==> src/rtl/gpio_bank_pkg.sv <==
package gpio_bank_pkg;
   localparam int OFS_W = 6;
   localparam logic [OFS_W-1:0] OFS_MSTAT = 6'h00;
   localparam logic [OFS_W-1:0] OFS_STAT  = 6'h04;
   localparam logic [OFS_W-1:0] OFS_MSET  = 6'h08;
   localparam logic [OFS_W-1:0] OFS_MCLR  = 6'h0C;
   localparam logic [OFS_W-1:0] OFS_DIR   = 6'h10;
   localparam logic [OFS_W-1:0] OFS_OUT   = 6'h14;
   localparam logic [OFS_W-1:0] OFS_IN    = 6'h18;
   localparam logic [OFS_W-1:0] OFS_LVL   = 6'h20;

   function automatic logic ofs_readable(input logic [OFS_W-1:0] o);
      return (o == OFS_MSTAT) || (o == OFS_STAT) || (o == OFS_MSET) ||
             (o == OFS_DIR) || (o == OFS_OUT) || (o == OFS_IN) || (o == OFS_LVL);
   endfunction
endpackage

==> src/rtl/gpio_bank_sync.sv <==
module gpio_bank_sync #(
   parameter int W      = 8,
   parameter int STAGES = 2
) (
   input  logic         clk,
   input  logic         rst_n,
   input  logic [W-1:0] d,
   output logic [W-1:0] q
);
   if (STAGES < 2) begin : g_bad_stages
      $error("gpio_bank_sync: STAGES must be at least 2");
   end
   if (W < 1) begin : g_bad_w
      $error("gpio_bank_sync: W must be positive");
   end

   logic [W-1:0] stg [STAGES];

   for (genvar i = 0; i < STAGES; i++) begin : g_stage
      always_ff @(posedge clk or negedge rst_n) begin
         if (!rst_n)      stg[i] <= '0;
         else if (i == 0) stg[i] <= d;
         else             stg[i] <= stg[(i > 0) ? i-1 : 0];
      end
   end

   assign q = stg[STAGES-1];
endmodule

==> src/rtl/gpio_bank_sect.sv <==
module gpio_bank_sect
   import gpio_bank_pkg::*;
#(
   parameter int PINS        = 8,
   parameter int SYNC_STAGES = 2
) (
   input  logic             clk,
   input  logic             rst_n,
   input  logic             wr_en,
   input  logic [OFS_W-1:0] ofs,
   input  logic [PINS-1:0]  wdata,
   input  logic [PINS-1:0]  pad_i,
   output logic [PINS-1:0]  out_o,
   output logic [PINS-1:0]  oe_o,
   output logic [PINS-1:0]  rdata,
   output logic             irq_o
);
   logic [PINS-1:0] dir_q, out_q, mask_q, stat_q, lvl_q, prev_q;
   logic [PINS-1:0] in_s, rise, lvl_hold, set_ev, clr_v, masked;

   gpio_bank_sync #(.W(PINS), .STAGES(SYNC_STAGES)) u_sync (
      .clk  (clk),
      .rst_n(rst_n),
      .d    (pad_i),
      .q    (in_s)
   );

   assign rise     = in_s & ~prev_q & ~lvl_q;
   assign lvl_hold = in_s & lvl_q;
   assign set_ev   = rise | lvl_hold;
   assign clr_v    = (wr_en && ofs == OFS_STAT) ? wdata : '0;
   assign masked   = stat_q & ~mask_q;

   always_ff @(posedge clk or negedge rst_n) begin
      if (!rst_n) begin
         dir_q  <= '1;
         out_q  <= '0;
         mask_q <= '1;
         lvl_q  <= '0;
         stat_q <= '0;
         prev_q <= '0;
      end else begin
         prev_q <= in_s;
         stat_q <= (stat_q & ~clr_v) | set_ev;
         if (wr_en) begin
            case (ofs)
               OFS_DIR:  dir_q  <= wdata;
               OFS_OUT:  out_q  <= wdata;
               OFS_MSET: mask_q <= mask_q | wdata;
               OFS_MCLR: mask_q <= mask_q & ~wdata;
               OFS_LVL:  lvl_q  <= wdata;
               default:  ;
            endcase
         end
      end
   end

   always_comb begin
      case (ofs)
         OFS_MSTAT: rdata = masked;
         OFS_STAT:  rdata = stat_q;
         OFS_MSET:  rdata = mask_q;
         OFS_DIR:   rdata = dir_q;
         OFS_OUT:   rdata = out_q;
         OFS_IN:    rdata = in_s;
         OFS_LVL:   rdata = lvl_q;
         default:   rdata = '0;
      endcase
   end

   assign out_o = out_q;
   assign oe_o  = ~dir_q;
   assign irq_o = |masked;

   assert_mask_set_R7: assert property (@(posedge clk) disable iff (!rst_n)
      (wr_en && ofs == OFS_MSET) |=> ((mask_q & $past(wdata)) == $past(wdata)));
   assert_mask_clr_R7: assert property (@(posedge clk) disable iff (!rst_n)
      (wr_en && ofs == OFS_MCLR) |=> ((mask_q & $past(wdata)) == '0));
   assert_w1c_R6: assert property (@(posedge clk) disable iff (!rst_n)
      (wr_en && ofs == OFS_STAT) |=> ((stat_q & $past(wdata & ~set_ev)) == '0));
   assert_edge_latch_R5: assert property (@(posedge clk) disable iff (!rst_n)
      (|rise) |=> ((stat_q & $past(rise)) == $past(rise)));
   assert_level_hold_R9: assert property (@(posedge clk) disable iff (!rst_n)
      (|lvl_hold) |=> ((stat_q & $past(lvl_hold)) == $past(lvl_hold)));
   assert_no_spurious_R5: assert property (@(posedge clk) disable iff (!rst_n)
      1'b1 |=> ((stat_q & ~$past(stat_q) & ~$past(set_ev)) == '0));
endmodule

==> src/rtl/gpio_bank_ctrl.sv <==
module gpio_bank_ctrl
   import gpio_bank_pkg::*;
#(
   parameter int NUM_SEC     = 4,
   parameter int SEC_PINS    = 8,
   parameter int DATA_W      = 32,
   parameter int ADDR_W      = 8,
   parameter int SYNC_STAGES = 2
) (
   input  logic                         clk,
   input  logic                         rst_n,
   input  logic [ADDR_W-1:0]            bus_addr,
   input  logic                         bus_wr,
   input  logic [DATA_W-1:0]            bus_wdata,
   output logic [DATA_W-1:0]            bus_rdata,
   input  logic [NUM_SEC*SEC_PINS-1:0]  pad_in,
   output logic [NUM_SEC*SEC_PINS-1:0]  pad_out,
   output logic [NUM_SEC*SEC_PINS-1:0]  pad_oe,
   output logic                         irq
);
   localparam int SEL_W = (NUM_SEC > 1) ? $clog2(NUM_SEC) : 1;

   if (ADDR_W != OFS_W + SEL_W) begin : g_bad_addr
      $error("gpio_bank_ctrl: ADDR_W must equal offset width plus section select width");
   end
   if (SEC_PINS > DATA_W || SEC_PINS < 1) begin : g_bad_pins
      $error("gpio_bank_ctrl: SEC_PINS must lie in 1..DATA_W");
   end
   if ((1 << SEL_W) != NUM_SEC) begin : g_bad_sec
      $error("gpio_bank_ctrl: NUM_SEC must be a power of two, at least 2");
   end

   logic [SEL_W-1:0]    sec_idx;
   logic [OFS_W-1:0]    ofs;
   logic [SEC_PINS-1:0] sec_rd  [NUM_SEC];
   logic [NUM_SEC-1:0]  sec_irq;

   assign sec_idx = bus_addr[ADDR_W-1:OFS_W];
   assign ofs     = bus_addr[OFS_W-1:0];

   for (genvar s = 0; s < NUM_SEC; s++) begin : g_sect
      gpio_bank_sect #(.PINS(SEC_PINS), .SYNC_STAGES(SYNC_STAGES)) u_sect (
         .clk  (clk),
         .rst_n(rst_n),
         .wr_en(bus_wr && (sec_idx == SEL_W'(s))),
         .ofs  (ofs),
         .wdata(bus_wdata[SEC_PINS-1:0]),
         .pad_i(pad_in[s*SEC_PINS +: SEC_PINS]),
         .out_o(pad_out[s*SEC_PINS +: SEC_PINS]),
         .oe_o (pad_oe[s*SEC_PINS +: SEC_PINS]),
         .rdata(sec_rd[s]),
         .irq_o(sec_irq[s])
      );
   end

   if (SEC_PINS < DATA_W) begin : g_wide
      logic unused_wdata_hi;
      assign unused_wdata_hi = ^bus_wdata[DATA_W-1:SEC_PINS];
      assign bus_rdata = {{(DATA_W-SEC_PINS){1'b0}}, sec_rd[sec_idx]};
   end else begin : g_full
      assign bus_rdata = sec_rd[sec_idx];
   end

   assign irq = |sec_irq;

   assert_unused_zero_R11: assert property (@(posedge clk) disable iff (!rst_n)
      !ofs_readable(ofs) |-> (bus_rdata == '0));
   assert_rdata_hi_R11: assert property (@(posedge clk) disable iff (!rst_n)
      (bus_rdata >> SEC_PINS) == '0);
endmodule

==> config.mk <==
export PLATFORM = sky130hd
export DESIGN_NAME = gpio_bank_ctrl
export DESIGN_NICKNAME = d
export VERILOG_FILES = /design/src/rtl/gpio_bank_pkg.sv /design/src/rtl/gpio_bank_sync.sv /design/src/rtl/gpio_bank_sect.sv /design/src/rtl/gpio_bank_ctrl.sv
export SDC_FILE = /design/constraint.sdc
export NUM_CORES = 1
export LEC_CHECK = 0
export BUFFER_PORTS_ARGS = -buffer_cell sky130_fd_sc_hd__clkbuf_2
export CORE_MARGIN = 2
export CORE_UTILIZATION = 50
export DETAILED_ROUTE_END_ITERATION = 8
export PLACE_DENSITY = 0.75
export SYNTH_ARGS = -nofsm -noshare
export SYNTH_HDL_FRONTEND = slang
export SYNTH_HIERARCHICAL = 1
export SYNTH_SLANG_ARGS = --single-unit
==> constraint.sdc <==
create_clock -name clk -period 2 [get_ports clk]
set_input_delay 0 -clock clk [delete_from_list [all_inputs] [get_ports clk]]
set_output_delay 0 -clock clk [all_outputs]
set_load 0.01 [all_outputs]
== Word level (Yosys, flattened, before mapping) ==
Cells that the tools add are included.

* Multiplexer cells: 15
* Bitwise operators: 58
* Order comparisons: 1
* Equality and inequality tests: 10
* Reductions and logical operators: 28

{| class="wikitable"
|+ Operators by type and width
! cell !! count
|-
| case mux 8 bit (7 select lines) || 4
|-
| AND 8 bit || 24
|-
| NOT 8 bit || 21
|-
| OR 8 bit || 12
|-
| case mux 8 bit (2 select lines) || 4
|-
| two-way mux 8 bit || 6
|-
| AND reduction 2 bit || 16
|-
| OR reduction 32 bit || 1
|-
| == test 6 x 5 -> 1 bit (second input constant) || 3
|-
| binary-select mux 8 bit (select 2 bit) || 1
|-
| == test 6 x 4 -> 1 bit (second input constant) || 2
|-
| logical AND 1 bit || 8
|-
| == test 6 x 3 -> 1 bit (second input constant) || 1
|-
| == test 6 bit (second input constant) || 1
|-
| zero test 6 bit || 1
|-
| == test 2 bit (second input constant) || 2
|-
| greater-or-equal comparator 3 bit (second input constant) || 1
|-
| NOT 2 -> 3 bit || 1
|-
| == test 2 x 1 -> 1 bit (second input constant) || 1
|-
| zero test 2 bit || 1
|-
| nonzero test 2 bit || 1
|}

* Flip-flop bits (word level): 256
* Output and inout port bits: 97
* Bits of input ports: 75
* Logic and storage cells: 144

== Logic depth before layout (Yosys ltp) ==
Gate-level depths: netlist (run 1).

* Depth in word-level cells: 7
* Depth in mapped cells: 7

== Hierarchy ==
Netlist (run 1), hierarchy kept.

{| class="wikitable"
|+ Modules (own cells, without submodules)
! module !! times used !! area each (um^2) !! cells an instance
|-
| gpio_bank_sect || 4 || 2432.3 || 223
|-
| gpio_bank_sync || 4 || 460.4 || 24
|-
| gpio_bank_ctrl || 1 || 430.4 || 40
|}

== Worst setup path before layout (run 1) ==
Ideal clock, no wire load.

* Path kind: register to output
* Start: reg g_sect[3].u_sect.u_sync.stg (netlist bit g_sect[3].u_sect/u_sync/q[2])
* End: out bus_rdata[2]
* Cell stages (with the launch flop): 7
* Arrival: 1.652 ns
* Path buffers: 1
* Setup slack: 0.348 ns
* Required time: 2.000 ns
* Path through: dfrtp_1 buf_4 mux2_2 a22oi_1 nor3_1 a211o_1 mux4_2

{| class="wikitable"
|+ RTL lines
! element !! RTL line !! RTL
|-
| start, declared || gpio_bank_sync.sv:17 || <nowiki>logic [W-1:0] stg [STAGES];</nowiki>
|-
| start signal, assigned by index || gpio_bank_sync.sv:23 || <nowiki>else stg[i] <= stg[(i > 0) ? i-1 : 0];</nowiki>
|-
| end, declared || gpio_bank_ctrl.sv:15 || <nowiki>output logic [DATA_W-1:0] bus_rdata,</nowiki>
|}

==> results.yml, run 1 <==
clocking:
  source_to_sink_clock_delay_at_the_later_pin_of_the_worst_skew_pair_ns: 0.53
  cts.root.buffer_cell: "sky130_fd_sc_hd__clkbuf_16"
  clock_sink_count: 256
  worst_setup_hold_path_clk_slew_ns: 0.06
  tritoncts.num_buffers: 26
  cts_tree: "yes"
  ctsLongestPathBuffers: 3
  h-tree-depth: 1
setup_path:
  timing_worst_setup_path_type: "flip-flop to output port"
  setup.reg_to_reg.worst_slack_ns: 1.02
  start_kind: "flip-flop"
  timing.reg2reg.worst_path_depth: 3
  critical_path_peak_fanout: 2
  required_ns: 2.00
  worst_setup_path_end_kind: "output port"
  arrival_worst_endpoint_ns: 2.40
route:
  route.vias.total: 9086
  ant_nets: 0
  routed_wire_length_per_instance_um: 21.5
  routed_wirelength_um: 34100
  drt-vias-per-instance: 5.75
  firstDrtPassIters: 5
  drc: 0
  drt_iter0_drc: 812
timing:
  slew_viols_final: 0
  setup-tns-final_ns: -2.95
  postLayoutSetupSlackWorst_ns: -0.400
  rsz_0062_raised_after_global_routing: "true"
  report.final.setup_viol: 9
  worst-slew-pin-transition_ns: 0.830
  fmaxAchievable_mhz: 417
  final.setup_skew_ns: 0.0124
  finalWorstPathRequiredPeriod_ns: 2.40
  hold_viol: 0
  tcrit_tclk_final: 1.20
  slew-limit-headroom: 0.447
layout:
  antenna_cells: 0
  final_util: 0.626
  multi_input_area_um2: 4740
  areaGrowthSynthToFinish_pct: 22.7
  final_layout_size_suffix_gt1_frac: 0.369
  fillerInstances: 1883
  post-route-cell-area_um2: 14700
  nNetsFinal: 1317
  final-seq-area_um2: 6490
placed_design:
  placed_cell_area_um2: 13200
  routability_cong: 0.944
  buffer_ports.inserted: 123
  placement.setup.worst_slack_ns: -0.0370
  dpl.hpwl_um: 23200
grt:
  gr-total-overflow: 0
  via_count_of_the_first_global_routing_pass: 9140
  globalRouteTotalUtil: 0.269
  number_of_antenna_violations_at_the_first_check_in_global_routing: 0
  grt_start_max_net_pins: 73
  grt_pass1_wl_um: 53400
synth:
  synth.top_cells.by_area: "sky130_fd_sc_hd__dfrtp_1 40%, sky130_fd_sc_hd__dfstp_2 14%, sky130_fd_sc_hd__a22o_1 4.7%"
  asyncSetResetFlopFracSynth: 1.00
  synth-main-ff-cell: "sky130_fd_sc_hd__dfrtp_1"
  synth-seq-cells: 256
  synth-edff-count: 0
  synth_top_area_frac: 0.400
  synth_area_um2: 12000
  syn-mean-instance-area_um2: 11.7
  synth_top_area_cell: "sky130_fd_sc_hd__dfrtp_1"
  ys_types: 42
  synth.cells.most_frequent: "192 x sky130_fd_sc_hd__dfrtp_1, 80 x sky130_fd_sc_hd__nand2_1, 72 x sky130_fd_sc_hd__inv_1"
  syn-instance-count: 1028
  synth-seq-area-share: 0.540
  yosysWarningCount: 6
  synth_most_common_cell: "sky130_fd_sc_hd__dfrtp_1"
power_and_ir_drop:
  cellPowerDensity_nw_per_um2: 830
  clockPowerShare: 0.419
  total_leakage_power_nw: 7.01
  power_report.internal_total_mw: 9.24
  total_power_of_the_final_layout_mw: 12.2
  pwr-share-seq: 0.468
  power.share.switching: 0.245
  power.switching_mw: 3.00
  ir_drop_uv: 743
  combPwrFrac: 0.113
floorplanning:
  ios: 172
  floorplan.initialDensity: 0.510
  die-height_um: 159
  chip_width_um: 159
  fp.coreArea_um2: 23500
  dieArea_um2: 25300
  placementRows: 56
status:
  status: "finished, violations left"
  violated_checks: "negative setup slack"
hold_path:
  hp-class: "primary input to asynchronous set/reset pin"
run:
  drv.max_cap_violation_count: 0
[through the flow]
| stage | cells | hold slack (ns) |
|---|---|---|
| finish | 1581 | 0.0367 |
| global route | 1581 | 0.105 |
| CTS | 1579 | 0.0676 |
| detailed placement | 1479 | 0.0272 |
| global placement | 1479 | 0.0261 |
| floorplan | 1051 | -0.296 |
[placed cells by master (no fill, tap or decap), drive strengths merged, types with 33 or more instances in the layout]
cell           n
nand2b        36
dfrtp        192
inv           72
a22o          64
clkbuf       156
nand2         80
buf          116
mux2          72
a31oi         40
dfstp         64
o21ai         40
dlygate4sd3   33
[how the worst max path moves through the flow]
stage                                             from            to  slack [ns]
after floorplan           g_sect[3].u_sect/u_sync/q[2]  bus_rdata[2]        0.35
after global placement                     bus_addr[3]  bus_rdata[7]       -0.02
after detailed placement                   bus_addr[3]  bus_rdata[6]       -0.04
after CTS                 g_sect[1].u_sect/u_sync/q[2]  bus_rdata[2]       -0.38
after global routing                         flip-flop  bus_rdata[3]       -0.43
final                     g_sect[1].u_sect/u_sync/q[2]  bus_rdata[2]       -0.40
[layer usage]
layer | up-vias | global-route usage | wire, um
met4 | 0 | 0.0748 | 957
met1 | 4548 | 0.383 | 15000
met2 | 389 | 0.432 | 15800
li1 | 4077 | - | -
met3 | 72 | 0.0432 | 2250
met5 | - | 0 | 0
[power by group through the flow]
stage | Combinational (mW) | Clock [mW] | Sequential, mW
3_3_place_gp | 1.21 | 0 | 5.81
2_1_floorplan | 0.722 | 0 | 5.73
6_report | 1.38 | 5.13 | 5.72
4_1_cts | 1.35 | 5.21 | 5.72
3_5_place_dp | 1.23 | 0 | 5.81
5_1_grt | 1.50 | 5.45 | 5.75
[area by class of cell]
class / count / share of cell area
clock inverters: 8 / 0.00841
flip-flops and latches: 256 / 0.440
repair buffers: 265 / 0.129
inverters: 76 / 0.0194
multi-input cells: 617 / 0.321
well taps: 319 / 0.0271
clock buffers: 40 / 0.0539
[critical path, stage by stage (launching register included)]
cell and delay [ns]:
sky130_fd_sc_hd__dfrtp_1 0.39, sky130_fd_sc_hd__mux2_4 0.27, sky130_fd_sc_hd__a22oi_2 0.20, sky130_fd_sc_hd__nor3_2 0.06, sky130_fd_sc_hd__a211o_1 0.28, sky130_fd_sc_hd__mux4_2 0.52, sky130_fd_sc_hd__buf_6 0.15
[kinds of logic (layout without fill, tap and decap cells)]
logic type,count (synthesis),count (layout),synth area share
muxes,96,96,0.107
buffers and inverters,178,389,0.0806
and+or+nand+nor,221,221,0.106
other,1,24,0.000312
DFF,256,256,0.540
AOI/OAI and AO/OA,276,276,0.166
[timing repair]
| action | 4_1_cts | 5_1_grt |
|---|---|---|
| cloned | 0 | 0 |
| hold buffers | 33 | 0 |
| hold endpoints to repair | 245 | 0 |
| setup buffers | 19 | 2 |
| pin swaps | 28 | 12 |
| endpoints found under the setup margin | 9 | 9 |
| gates resized for setup | 25 | 20 |
(Power assumes the default switching activity.)
==> inputs of run 2 (changes only) <==
clock period = 3 ns   (was 2 ns; I/O delays follow)
==> run 2 against run 1 <==
Effect of this change: cell count decreased by 5.2%; routed wire length decreased by 7.1%; highest routed layer is now met5; global-route usage shrank 2.2 points; clock skew increased by 0.016 ns; the run now ends clean; sequential power decreased by 33%; flip-flop and latch count stayed put; die area unchanged; hold slack improved by 0.027 ns.
==> results.yml, run 2 (same netlist as run 1, synthesis figures left out) <==
grt:
  grt_start_max_net_pins: 115
  grt_pass1_wl_um: 49600
  via_count_of_the_first_global_routing_pass: 8771
  number_of_antenna_violations_at_the_first_check_in_global_routing: 3
  globalRouteTotalUtil: 0.247
  gr-total-overflow: 0
route:
  drt_iter0_drc: 644
  drc: 0
  routed_wire_length_per_instance_um: 21.1
  ant_nets: 0
  route.vias.total: 8917
  drt-vias-per-instance: 5.95
  routed_wirelength_um: 31700
  firstDrtPassIters: 6
placed_design:
  placement.setup.worst_slack_ns: 0.664
  buffer_ports.inserted: 123
  dpl.hpwl_um: 21000
  routability_cong: 0.936
  placed_cells: 1410
floorplanning:
  floorplan.initialDensity: 0.510
  ios: 172
  dieArea_um2: 25300
  chip_width_um: 159
  die-height_um: 159
  placementRows: 56
  fp.coreArea_um2: 23500
setup_path:
  critPathSlowestCell: "sky130_fd_sc_hd__mux4_1"
  arrival_worst_endpoint_ns: 2.50
  critical_path.max_stage_delay_ns: 0.58
  required_ns: 3.00
  critical_path_peak_fanout: 3
  worst_setup_path_end_kind: "output port"
  timing_worst_setup_path_type: "flip-flop to output port"
  timing.rr.start: "g_sect[0].u_sect/dir_q[2]"
  reg2reg_to: "g_sect[0].u_sect/dir_q[2]"
  crit_path_cell_trace: "inv_1, o211ai_1, a31oi_1, a22o_1, mux4_1, clkbuf_2"
  timing.reg2reg.worst_path_depth: 2
  start_kind: "flip-flop"
  setup.reg_to_reg.worst_slack_ns: 2.10
timing:
  worst-slew-pin-transition_ns: 0.876
  rsz_0062_raised_after_global_routing: "false"
  postLayoutSetupSlackWorst_ns: 0.499
  final.setup_skew_ns: 0.0281
  report.final.setup_viol: 0
  tcrit_tclk_final: 0.834
  slew-limit-headroom: 0.416
  fmaxAchievable_mhz: 400
  slew_viols_final: 0
  finalWorstPathRequiredPeriod_ns: 2.50
  setup-tns-final_ns: 0
  hold_viol: 0
clocking:
  tritoncts.num_buffers: 29
  cts_tree: "yes"
  worst_setup_hold_path_clk_slew_ns: 0.06
  ctsLongestPathBuffers: 3
  clock_sink_count: 256
  source_to_sink_clock_delay_at_the_later_pin_of_the_worst_skew_pair_ns: 0.55
  post-cts-setup-buffers: 0
  cts.root.buffer_cell: "sky130_fd_sc_hd__clkbuf_16"
  h-tree-depth: 1
layout:
  nNetsFinal: 1230
  final_layout_size_suffix_gt1_frac: 0.299
  layout_common_cells: "192 x sky130_fd_sc_hd__dfrtp_1, 121 x sky130_fd_sc_hd__clkbuf_2, 80 x sky130_fd_sc_hd__nand2_1, 72 x sky130_fd_sc_hd__inv_1"
  most_common_cell_after_layout_fill_and_taps_aside: "sky130_fd_sc_hd__dfrtp_1"
  fillerInstances: 1934
  final_cell_count_no_fill: 1499
  areaGrowthSynthToFinish_pct: 16.7
run:
  drv.max_cap_violation_count: 0
status:
  status: "complete, no violations"
power_and_ir_drop:
  cellPowerDensity_nw_per_um2: 603
  ir_drop_uv: 402
  total_leakage_power_nw: 6.53
hold_path:
  worst_hold_path.endpoint: "g_sect[1].u_sect/dir_q[5]"
  hp-class: "primary input to flip-flop"
  hold_path_depth: 3
  min_from: "bus_wdata[5]"
run 2: worst max path at each step:
| stage | startpoint | end | slack [ns] |
|---|---|---|---|
| final | flip-flop | bus_rdata[1] | 0.50 |
| after global routing | flip-flop | bus_rdata[1] | 0.43 |
| after CTS | flip-flop | bus_rdata[1] | 0.51 |
| after detailed placement | bus_addr[3] | bus_rdata[1] | 0.66 |
| after global placement | bus_addr[4] | g_sect[1].u_sect/lvl_q[0] | 0.72 |
| after floorplan | g_sect[3].u_sect/u_sync/q[2] | bus_rdata[2] | 1.35 |
run 2: area by class of cell:
cell class	count	area (um^2)	area share
diodes	2	5.00	0.000357
clock buffers	43	868	0.0620
clock inverters	11	196	0.0140
inverters	76	285	0.0204
multi-input cells	617	4630	0.331
flip-flops and latches	256	6490	0.463
well taps	319	399	0.0285
repair buffers	175	1140	0.0811
run 2: metrics by stage:
stage                     hold slack, ns  utilization  area [um^2]  power (mW)
after floorplan                   -0.296            -        12100        4.30
after global placement             0.109        0.536        12600        4.61
after detailed placement           0.110        0.536        12600        4.63
after CTS                         0.0311        0.595        14000        8.51
after global routing              0.0896        0.595        14000        8.75
final                             0.0642        0.595        14000        8.45
run 2: critical path, delay by kind of cell (launching register included):
family | cells | cell delay, ns
compound gates | 3 | 0.62
buf+inv | 2 | 0.23
flops | 1 | 0.54
mux | 1 | 0.58
run 2: timing repair:
item,in CTS,in global routing
endpoints found under the hold margin,116,0
resized for setup,0,0
endpoints found under the setup margin,0,0
hold buffers,33,0
run 2: layer usage:
metal  up-vias  GRT usage  part of all wire
met5         -          0           0.00041
met4         2     0.0971             0.036
met2       444      0.385              0.46
met1      4462      0.343              0.42
met3        86     0.0518             0.086
li1       3923          -                 -
run 2: where the power goes:
part | internal [mW] | switching, mW
Sequential | 3.68 | 0.126
Combinational | 0.316 | 0.493
Clock | 2.43 | 1.40
==> inputs of run 3 (changes only) <==
PLACE_DENSITY = 0.78   (was 0.75)
clock period = 2.25 ns   (was 3 ns; I/O delays follow)
==> run 3 against run 2 <==
Effect of this change: the run now ends with negative setup slack left; utilization up 1.7 points; largest power group is now sequential cells; highest routed layer is now met4; clock skew down 0.017 ns; setup slack worse by 0.67 ns; final area up 2.8%; largest cell class unchanged; routed wire length up 1.7%; hold slack worse by 0.014 ns; cell count up 2.9%; via count up 0.16%.
==> results.yml, run 3 (same netlist as run 1, synthesis figures left out) <==
power_and_ir_drop:
  total_power_of_the_final_layout_mw: 10.9
  power.share.switching: 0.249
  ir_drop_uv: 650
  pwr-share-seq: 0.464
  power.switching_mw: 2.73
  power_report.internal_total_mw: 8.21
  combPwrFrac: 0.107
  cellPowerDensity_nw_per_um2: 760
  clockPowerShare: 0.429
  total_leakage_power_nw: 6.80
timing:
  postLayoutSetupSlackWorst_ns: -0.171
  finalWorstPathRequiredPeriod_ns: 2.42
  fmaxAchievable_mhz: 413
  slew_viols_final: 0
  worst-slew-pin-transition_ns: 0.738
  final.setup_skew_ns: 0.0109
  slew-limit-headroom: 0.508
  report.final.setup_viol: 9
  tcrit_tclk_final: 1.08
  rsz_0062_raised_after_global_routing: "true"
  hold_viol: 0
  hold_slack_final_ns: 0.0505
route:
  routed_wire_length_per_instance_um: 20.9
  ant_nets: 0
  drt-vias-per-instance: 5.79
  drc: 0
  firstDrtPassIters: 5
  routed_wirelength_um: 32200
  route.vias.total: 8931
  drt_iter0_drc: 832
run:
  drv.max_cap_violation_count: 0
hold_path:
  hp-class: "primary input to asynchronous set/reset pin"
setup_path:
  crit_path_cell_trace: "mux2_4, a22oi_2, nor3_2, a211o_1, mux4_2, buf_6"
  worst_setup_path_end_kind: "output port"
  start_kind: "flip-flop"
  timing_worst_setup_path_type: "flip-flop to output port"
  required_ns: 2.25
  cp_top_family: "multiplexers"
  crit_cells: 6
  critical_path.max_stage_delay_ns: 0.53
  timing.reg2reg.worst_path_depth: 3
  critical_path.n_buffers_inverters: 1
  critPathLaunch: "g_sect[0].u_sect/u_sync/q[2]"
  setup.reg_to_reg.worst_slack_ns: 1.29
  critPathSlowestCell: "sky130_fd_sc_hd__mux4_2"
  critical_path_peak_fanout: 3
  cp-endpoint: "bus_rdata[2]"
  arrival_worst_endpoint_ns: 2.42
grt:
  gr-total-overflow: 0
  grt_start_max_net_pins: 76
  number_of_antenna_violations_at_the_first_check_in_global_routing: 2
  globalRouteTotalUtil: 0.252
  via_count_of_the_first_global_routing_pass: 9038
  grt_pass1_wl_um: 50300
floorplanning:
  ios: 172
  die-height_um: 159
  floorplan.initialDensity: 0.510
  chip_width_um: 159
  dieArea_um2: 25300
  placementRows: 56
  fp.coreArea_um2: 23500
layout:
  final_layout_size_suffix_gt1_frac: 0.349
  post-route-cell-area_um2: 14400
  most_common_cell_after_layout_fill_and_taps_aside: "sky130_fd_sc_hd__dfrtp_1"
  fillerInstances: 1893
  areaGrowthSynthToFinish_pct: 20.0
  layout_common_cells: "192 x sky130_fd_sc_hd__dfrtp_1, 118 x sky130_fd_sc_hd__clkbuf_2, 80 x sky130_fd_sc_hd__nand2_1, 66 x sky130_fd_sc_hd__inv_1"
  nNetsFinal: 1277
placed_design:
  placed_cell_area_um2: 12900
  buffer_ports.inserted: 123
  dpl.hpwl_um: 22000
  placement.setup.worst_slack_ns: 0.183
  routability_cong: 0.928
status:
  status: "finished, violations left"
  violated_checks: "negative setup slack"
clocking:
  ctsLongestPathBuffers: 3
  cts.root.buffer_cell: "sky130_fd_sc_hd__clkbuf_16"
  tritoncts.num_buffers: 27
  h-tree-depth: 1
  clock_sink_count: 256
  cts_tree: "yes"
  worst_setup_hold_path_clk_slew_ns: 0.06
  source_to_sink_clock_delay_at_the_later_pin_of_the_worst_skew_pair_ns: 0.53
run 3: power groups by stage:
stage	sequential [mW]	combinational, mW	clock (mW)
after floorplan	5.09	0.642	0
after global placement	5.15	1.03	0
after detailed placement	5.16	1.05	0
after CTS	5.08	1.14	4.79
after global routing	5.10	1.27	4.99
final	5.08	1.17	4.69
run 3: area by class of cell:
| class | instances | area, um^2 | area share |
|---|---|---|---|
| Sequential cell | 256 | 6490 | 0.450 |
| Multi-Input combinational cell | 617 | 4730 | 0.328 |
| Timing Repair Buffer | 224 | 1550 | 0.108 |
| Clock buffer | 33 | 738 | 0.0513 |
| Tap cell | 319 | 399 | 0.0277 |
| Inverter | 76 | 285 | 0.0198 |
| Clock inverter | 16 | 211 | 0.0147 |
| Antenna cell | 1 | 2.50 | 0.000174 |
run 3: worst register-to-register path: stages, from the launching register on:
cell	delay, ns
sky130_fd_sc_hd__dfstp_2	0.56
sky130_fd_sc_hd__buf_4	0.12
sky130_fd_sc_hd__a21oi_1	0.04
sky130_fd_sc_hd__a31oi_1	0.17
run 3: how the worst min path moves through the flow:
stage / endpoint / from / slack (ns) / depth (start not counted)
global placement: g_sect[2].u_sect/out_o[3] / rst_n / 0.03 / 1
floorplan: g_sect[0].u_sect/lvl_q[0] / rst_n / -0.30 / 0
finish: g_sect[2].u_sect/out_o[0] / rst_n / 0.05 / 2
detailed placement: g_sect[2].u_sect/out_o[3] / rst_n / 0.03 / 1
CTS: g_sect[1].u_sect/dir_q[5] / bus_wdata[5] / 0.05 / 3
global route: g_sect[2].u_sect/lvl_q[0] / rst_n / 0.09 / 2
run 3: layer usage:
| layer | vias up | track usage | wire [um] |
|---|---|---|---|
| li1 | 4006 | - | - |
| met1 | 4428 | 0.344 | 13800 |
| met2 | 405 | 0.404 | 14900 |
| met3 | 92 | 0.0448 | 2120 |
| met4 | 0 | 0.102 | 1310 |
| met5 | - | 0 | 0 |
run 3: per-stage QoR:
| step | setup TNS (ns) | util | std cells |
|---|---|---|---|
| finish | -0.898 | 0.612 | 1542 |
| global route | -1.36 | 0.612 | 1541 |
| CTS | -0.880 | 0.608 | 1538 |
| detailed placement | 0 | 0.546 | 1439 |
| global placement | 0 | 0.546 | 1439 |
| floorplan | 0 | - | 1051 |
run 3: what timing repair did:
action	CTS	global route
pin swaps	26	8
hold endpoints to repair	216	0
buffers inserted	15	3
endpoints found under the setup margin	9	9
gates resized for setup	22	17
hold buffers	35	0
